**config.mk**
```make
export PLATFORM = sky130hd
export DESIGN_NAME = uart_brk_tx
export DESIGN_NICKNAME = d
export VERILOG_FILES = /design/src/rtl/uart_brk_tx_pkg.sv /design/src/rtl/uart_brk_tx_shift.sv /design/src/rtl/uart_brk_tx_seq.sv /design/src/rtl/uart_brk_tx.sv
export SDC_FILE = /design/constraint.sdc
export NUM_CORES = 1
export LEC_CHECK = 0
export CELL_PAD_IN_SITES_DETAIL_PLACEMENT = 1
export CELL_PAD_IN_SITES_GLOBAL_PLACEMENT = 2
export CORE_AREA = 2 2 57 59
export CTS_BUF_LIST = sky130_fd_sc_hd__clkbuf_2
export CTS_CLUSTER_DIAMETER = 40
export CTS_CLUSTER_SIZE = 12
export DETAILED_ROUTE_END_ITERATION = 16
export DIE_AREA = 0 0 59 61
export GPL_TIMING_DRIVEN = 0
export PLACE_DENSITY = 0.87
export SETUP_SLACK_MARGIN = 0.2
export SLEW_MARGIN = 20
export SYNTH_ARGS = -nofsm -noshare
export SYNTH_HDL_FRONTEND = slang
export SYNTH_SLANG_ARGS = --single-unit
export TNS_END_PERCENT = 20
```
**constraint.sdc**
```tcl
create_clock -name clk_i -period 1.83 [get_ports clk_i]
set_input_delay 0.366 -clock clk_i [delete_from_list [all_inputs] [get_ports clk_i]]
set_output_delay 0.366 -clock clk_i [all_outputs]
set_load 0.1 [all_outputs]
```
**src/rtl/uart_brk_tx_pkg.sv**
```systemverilog
package uart_brk_tx_pkg;
  typedef enum logic [1:0] {
    TX_IDLE  = 2'd0,
    TX_ARM   = 2'd1,  // character loaded, waiting for the first tick
    TX_SHIFT = 2'd2
  } tx_state_e;
endpackage

```
**src/rtl/uart_brk_tx_shift.sv**
```systemverilog
module uart_brk_tx_shift
  import uart_brk_tx_pkg::*;
#(
  parameter int unsigned DATA_W = 8
) (
  input  logic              clk_i,
  input  logic              rst_ni,
  input  logic              tick_i,
  input  logic              load_i,
  input  logic [DATA_W-1:0] data_i,
  output logic              bit_o,
  output logic              busy_o
);
  localparam int unsigned FRAME_W = DATA_W + 2;
  localparam int unsigned CNT_W   = $clog2(FRAME_W);
  localparam logic [CNT_W-1:0] LAST = CNT_W'(FRAME_W - 1);

  tx_state_e          state_q;
  logic [FRAME_W-1:0] sr_q;
  logic [CNT_W-1:0]   idx_q;

  always_ff @(posedge clk_i or negedge rst_ni) begin
    if (!rst_ni) begin
      state_q <= TX_IDLE;
      sr_q    <= '1;
      idx_q   <= '0;
    end else begin
      unique case (state_q)
        TX_IDLE: if (load_i) begin
          sr_q    <= {1'b1, data_i, 1'b0};
          state_q <= TX_ARM;
        end
        TX_ARM: if (tick_i) begin
          state_q <= TX_SHIFT;
          idx_q   <= '0;
        end
        TX_SHIFT: if (tick_i) begin
          if (idx_q == LAST) begin
            state_q <= TX_IDLE;
          end else begin
            sr_q  <= {1'b1, sr_q[FRAME_W-1:1]};
            idx_q <= idx_q + 1'b1;
          end
        end
        default: state_q <= TX_IDLE;
      endcase
    end
  end

  assign bit_o  = (state_q == TX_SHIFT) ? sr_q[0] : 1'b1;
  assign busy_o = (state_q != TX_IDLE);

  assert_bit_hold_R2: assert property (@(posedge clk_i) disable iff (!rst_ni)
    (state_q == TX_SHIFT && !tick_i) |=> (state_q == TX_SHIFT && $stable(bit_o)));
  assert_start_low_R2: assert property (@(posedge clk_i) disable iff (!rst_ni)
    (state_q == TX_ARM && tick_i) |=> !bit_o);
  assert_stop_high_R2: assert property (@(posedge clk_i) disable iff (!rst_ni)
    (state_q == TX_SHIFT && idx_q == LAST) |-> bit_o);
endmodule

```
**src/rtl/uart_brk_tx_seq.sv**
```systemverilog
module uart_brk_tx_seq (
  input  logic clk_i,
  input  logic rst_ni,
  input  logic idle_i,
  input  logic stop_req_i,
  input  logic valid_i,
  input  logic clr_i,
  output logic ready_o,
  output logic load_o,
  output logic done_o
);
  logic halted, halted_q, done_q, halt_evt;

  assign halted   = idle_i && stop_req_i;
  assign halt_evt = halted && !halted_q;
  assign ready_o  = idle_i && !stop_req_i;
  assign load_o   = valid_i && ready_o;

  always_ff @(posedge clk_i or negedge rst_ni) begin
    if (!rst_ni) begin
      halted_q <= 1'b0;
      done_q   <= 1'b0;
    end else begin
      halted_q <= halted;
      // the rising event outranks a clear in the same cycle
      if (halt_evt)                 done_q <= 1'b1;
      else if (clr_i || !stop_req_i) done_q <= 1'b0;
    end
  end

  assign done_o = done_q;

  assert_done_rise_R8: assert property (@(posedge clk_i) disable iff (!rst_ni)
    halt_evt |=> done_q);
  assert_done_drop_R9: assert property (@(posedge clk_i) disable iff (!rst_ni)
    !stop_req_i |=> !done_q);
endmodule

```
**src/rtl/uart_brk_tx.sv**
```systemverilog
module uart_brk_tx #(
  parameter int unsigned DATA_W = 8
) (
  input  logic              clk_i,
  input  logic              rst_ni,
  input  logic              baud_tick_i,
  input  logic              valid_i,
  input  logic [DATA_W-1:0] data_i,
  input  logic              brk_en_i,
  input  logic              tx_stop_i,
  input  logic              stop_clr_i,
  output logic              tx_o,
  output logic              ready_o,
  output logic              busy_o,
  output logic              stop_done_o
);
  logic load, frame_bit, busy;

  uart_brk_tx_seq u_seq (
    .clk_i      (clk_i),
    .rst_ni     (rst_ni),
    .idle_i     (!busy),
    .stop_req_i (tx_stop_i),
    .valid_i    (valid_i),
    .clr_i      (stop_clr_i),
    .ready_o    (ready_o),
    .load_o     (load),
    .done_o     (stop_done_o)
  );

  uart_brk_tx_shift #(.DATA_W(DATA_W)) u_shift (
    .clk_i  (clk_i),
    .rst_ni (rst_ni),
    .tick_i (baud_tick_i),
    .load_i (load),
    .data_i (data_i),
    .bit_o  (frame_bit),
    .busy_o (busy)
  );

  // break overrides the line without disturbing the shifter
  assign tx_o   = brk_en_i ? 1'b0 : frame_bit;
  assign busy_o = busy;

  assert_ready_busy_R3: assert property (@(posedge clk_i) disable iff (!rst_ni)
    busy_o |-> !ready_o);
  assert_hold_off_R7: assert property (@(posedge clk_i) disable iff (!rst_ni)
    (tx_stop_i && !busy_o) |=> !busy_o);
  assert_done_idle_R8: assert property (@(posedge clk_i) disable iff (!rst_ni)
    stop_done_o |-> !busy_o);
endmodule

```
Yosys cells after proc, flatten, opt, wreduce, memory -nomap -nowiden
Cells that the tools add are included.
W data, S select, Z words.
- flip-flop bits (word level): 18
- latch bits: 0
- RAM bits: 0
- bits in read-only memories: 0
- logic and storage cells: 47
- memories kept: 0
- $add $sub $neg: 1
- multipliers: 0
- div/mod/pow operators: 0
- magnitude comparators: 0
- eq/ne operators: 8
- shift operators: 0
- multiplexer cells: 17
- bitwise logic cells: 0
- reduce and logical (&&, ||, !) cells: 16
- operators with widths (kind ; number):
    $mux W10 ; 3
    $pmux W10 S2 ; 1
    $mux W4 ; 3
    $reduce_and A4 Y1 ; 3
    $mux W2 ; 4
    $ne A2 B2 Y1 const B ; 4
    $pmux W4 S2 ; 1
    $reduce_bool A2 Y1 ; 4
    $pmux W2 S3 ; 1
    $add A4 B1 Y4 const B ; 1
    $eq A4 B4 Y1 const B ; 1
    $logic_and A1 B1 Y1 ; 4
    $mux W1 ; 4
    $logic_not A1 Y1 ; 3
    $eq A2 B1 Y1 const B ; 1
    $eq A2 B2 Y1 const B ; 1
    $logic_not A2 Y1 ; 1
    $ne A2 B1 Y1 const B ; 1
    $logic_or A1 B1 Y1 ; 1

Longest topological paths before layout
- depth in word-level cells: 6
- mapped depth: 6

Modules after synthesis
From an unflattened synthesis, not the netlist that was laid out.
- cells, all modules: 79
- area, all modules: 963.4 µm²
- modules (own cells, without submodules) (module ; instances ; cells each ; area each (µm²) ; sequential area each (µm²)):
    uart_brk_tx_shift ; 1 ; 69 ; 849.6 ; 386.6
    uart_brk_tx_seq ; 1 ; 8 ; 96.3 ; 50.0
    uart_brk_tx ; 1 ; 2 ; 17.5 ; 0.0

Least setup slack after synthesis
OpenSTA, ideal clock, no wires.
- path type: reg2out
- from: reg u_shift.state_q[1]
- to: out ready_o
- data arrival time: 2.537 ns
- path slack: -1.073 ns
- stages on the path, launching flop included: 5
- buffers on the path: 2
- path through: dfrtp_1 -> buf_6 -> clkbuf_1 -> or2_2 -> nor2_1
- cells in the longest elaborated chain, start to end: 3
- RTL lines (element ; RTL line ; source):
    from (decl) ; uart_brk_tx_shift.sv:18 ; tx_state_e state_q;
    from (signal assigned) ; uart_brk_tx_shift.sv:24 ; state_q <= TX_IDLE;
    from (signal assigned) ; uart_brk_tx_shift.sv:31 ; state_q <= TX_ARM;
    from (signal assigned) ; uart_brk_tx_shift.sv:34 ; state_q <= TX_SHIFT;
    $reduce_bool A2 Y1 ; uart_brk_tx_shift.sv:51 ; assign busy_o = (state_q != TX_IDLE);
    net busy_o ; uart_brk_tx.sv:14 ; output logic busy_o,
    $logic_not A1 Y1 ; uart_brk_tx.sv:22 ; .idle_i (!busy),
    $logic_and A1 B1 Y1 ; uart_brk_tx_seq.sv:16 ; assign ready_o = idle_i && !stop_req_i;
    to (decl) ; uart_brk_tx.sv:13 ; output logic ready_o,
The timed path passes the listed nets, and every way through them passes these cells.

Worst setup path after layout
- from: reg u_shift.state_q[1]
- to: out ready_o
- cells in the longest elaborated chain, start to end: 3
- RTL lines (element ; RTL line):
    $reduce_bool A2 Y1 ; uart_brk_tx_shift.sv:51
    $logic_not A1 Y1 ; uart_brk_tx.sv:22
    $logic_and A1 B1 Y1 ; uart_brk_tx_seq.sv:16
No other way between the ends.

==> flow_metrics.tcl <==
set metrics [dict create \
    cp.required_ns 1.46 \
    period_share_pct 103 \
    grt_usage_pct 14.6 \
    static-leakage-power_nw 0.548 \
    grt_overflow 0 \
    die_w_um 59 \
    violations "negative setup slack" \
    antenna_cells_inserted 0 \
    ys_types 29 \
    dr_total_vias 765 \
    insertion_delay_ns 0.30 \
    ys.warnings.count 0 \
    max_cap_violations 0 \
    hold_viol_final 0 \
    cts_tree "done" \
    clock-sinks 17 \
    cts.path.max_buffers 2 \
    r2r-end "u_shift.sr_q[4]" \
    die_area_sq_mm 0.00360 \
    maxSlewViolCount 0 \
    fin_nets 132 \
    path_clk_slew_ns 0.17 \
    drc 0 \
    vias_per_cell 5.20 \
    port_buffers 18 \
    syn_area_per_cell_sq_um 11.0 \
    placed_area_sq_mm 0.00121 \
    root_buffer "clkbuf_2" \
    finClkSkew_ns 0.0125 \
    cts_buffers 3 \
    final_cell_mix "mux2_2, clkdlybuf4s50_1, dfstp_2, nand2_1" \
    avgRoutedWirePerCell_um 14.8 \
    grt_pass1_wl_um 3770 \
    ys_seq_area_share_pct 45.7 \
    final_common_cell "mux2_2" \
    tightestPinTransition_ns 0.758 \
    cp-end-kind "primary output" \
    critPathKind "reg -> out" \
    finalNonFillerCells 147 \
    initial_core_util_pct 32.3 \
    fmax_mhz 532 \
    cp_max_fo 5 \
    synth_seq_cells 17 \
    cp-start-kind "flop" \
    drtIter0Drc 12 \
    drt_first_pass_iters 3 \
    cts_hold_buf 0 \
    setup_violations 2 \
    cts_htree_levels 1 \
    vdd_drop_max_v 0.000392 \
    postLayoutSetupSlackWorst_ns -0.0479 \
    status "complete, but fails checks" \
    grt_pass1_vias 779 \
    setup_tns_ns -0.0550 \
    final_area_sq_mm 0.00133 \
    area_growth_pct 38.8 \
    pre_cts_ws_ns -0.827 \
    ff2ff_setup_slack_ns 0 \
    drtAntennaViolNets 0 \
    wl_um 2170 \
    antenna_found_initial 0 \
    crit_arrival_ns 1.51 \
    regToRegStartpoint "u_shift.state_q[1]" \
    coreArea_sq_mm 0.00295 \
    syn_nets 104 \
    dp_cells 138 \
    synth_cells 87 \
    grt_max_degree 18 \
    gp_congestion 0.655 \
    die_h_um 61 \
    reg2regPathDepth 4 \
    relSlewSlack_pct 49.3 \
    hold_class "in -> async" \
    io_pins 19 \
    row_count 20 \
    power.density_mw_per_mm2 1590 \
    syn-cell-area_sq_um 955 \
    hpwl_um 1610 \
    drive_gt1_share_pct 44.7 \
    rsz0062_at_grt "yes" \
    final.min_clock_period_ns 1.88 \
]
## layout make-up
| class | instances | area [sq um] |
|---|---|---|
| fillers | 331 | 1630 |
| multi-input cells | 60 | 504 |
| flip-flops and latches | 17 | 439 |
| repair buffers | 23 | 229 |
| plain buffers | 5 | 72.6 |
| well taps | 33 | 41.3 |
| clock buffers | 4 | 20.0 |
| inverters | 5 | 18.8 |
## where the power goes
group / total (W) / internal [W] / switching [W] / leakage, nW
sequential: 0.000704 / 0.000604 / 0.000100 / 0.197
combinational: 0.00123 / 0.000586 / 0.000645 / 0.334
clock: 0.000176 / 0.0000579 / 0.000119 / 0.0166
total: 0.00211 / 0.00125 / 0.000864 / 0.548
## how the worst max path moves through the flow
stage / from / endpoint / slack, ns / cells after the start
after global routing: u_shift.state_q[1] / ready_o / -0.11 / 5
after global placement: u_shift.state_q[1] / tx_o / -0.77 / 5
final: u_shift.state_q[1] / ready_o / -0.05 / 5
after CTS: u_shift.state_q[1] / ready_o / -0.07 / 5
after floorplan: u_shift.state_q[0] / ready_o / -0.07 / 3
after detailed placement: u_shift.state_q[1] / tx_o / -0.83 / 5
## cells in the mapped netlist (all sizes together)
cell type | number | area share (%)
nor2 | 5 | 2.0
or4bb | 1 | 1.2
nand2b | 2 | 1.3
a22o | 3 | 2.8
or2 | 1 | 0.66
a22oi | 1 | 2.2
buf | 1 | 1.2
nand3 | 4 | 2.1
clkbuf | 4 | 1.6
nand2 | 8 | 3.1
a21oi | 4 | 2.1
nand3b | 1 | 0.79
a2bb2oi | 1 | 0.92
a21bo | 1 | 1.0
o31ai | 3 | 2.4
mux2 | 14 | 17
or3 | 1 | 0.66
ha | 2 | 2.6
o32a | 1 | 1.0
o21ai | 1 | 0.52
o2bb2ai | 1 | 0.92
o41ai | 1 | 0.92
inv | 5 | 2.0
dfstp | 9 | 25
and3b | 1 | 0.92
nor2b | 1 | 0.66
or4b | 1 | 1.4
nor3b | 1 | 0.79
dfrtp | 8 | 21
## critical path: stages (launching register included)
cell and delay, ns:
dfrtp_1 0.41, buf_6 0.13, clkbuf_16 0.13, or2_4 0.26, nor2_4 0.10, buf_12 0.18
## what timing repair did
item	CTS	global route
buffers inserted	3	2
setup endpoints to repair	16	14
gates resized for setup	40	4
gates cloned	0	0
endpoints found under the hold margin	0	0
pin swaps	6	3
## cells by family (layout without fill, tap and decap cells)
group / count (synthesis) / after routing / synth area share [%]
adder cells (fa/ha/maj): 2 / 2 / 2.62
AO/OA/AOI/OAI: 17 / 17 / 14.8
multiplexers: 14 / 14 / 16.5
buffers and inverters: 10 / 37 / 4.72
flip-flops: 17 / 17 / 45.7
AND/OR/NAND/NOR: 27 / 27 / 15.6
## metal layers
metal	track usage [%]	part of all wire, %	vias up
met5	0	0	-
met4	6.82	0.87	0
met3	3.41	2.9	2
met2	25.7	54	17
met1	16.8	43	374
li1	-	-	372
## sequential cells by signal, indices dropped and copies added (netlist names)
name,cells
u_shift.sr_q,9
u_shift.idx_q,4
u_seq.halted_q,1
u_shift.state_q,2
u_seq.done_o,1
## metrics by stage
stage	total power, W	util (%)	hold WS (ns)
global placement	0.00175	40.9	0.492
finish	0.00211	44.9	0.484
floorplan	0.00155	-	0.0704
global route	0.00225	44.9	0.505
detailed placement	0.00180	40.9	0.504
CTS	0.00211	44.3	0.488
No activity file was read; power rests on OpenSTA's default activity.
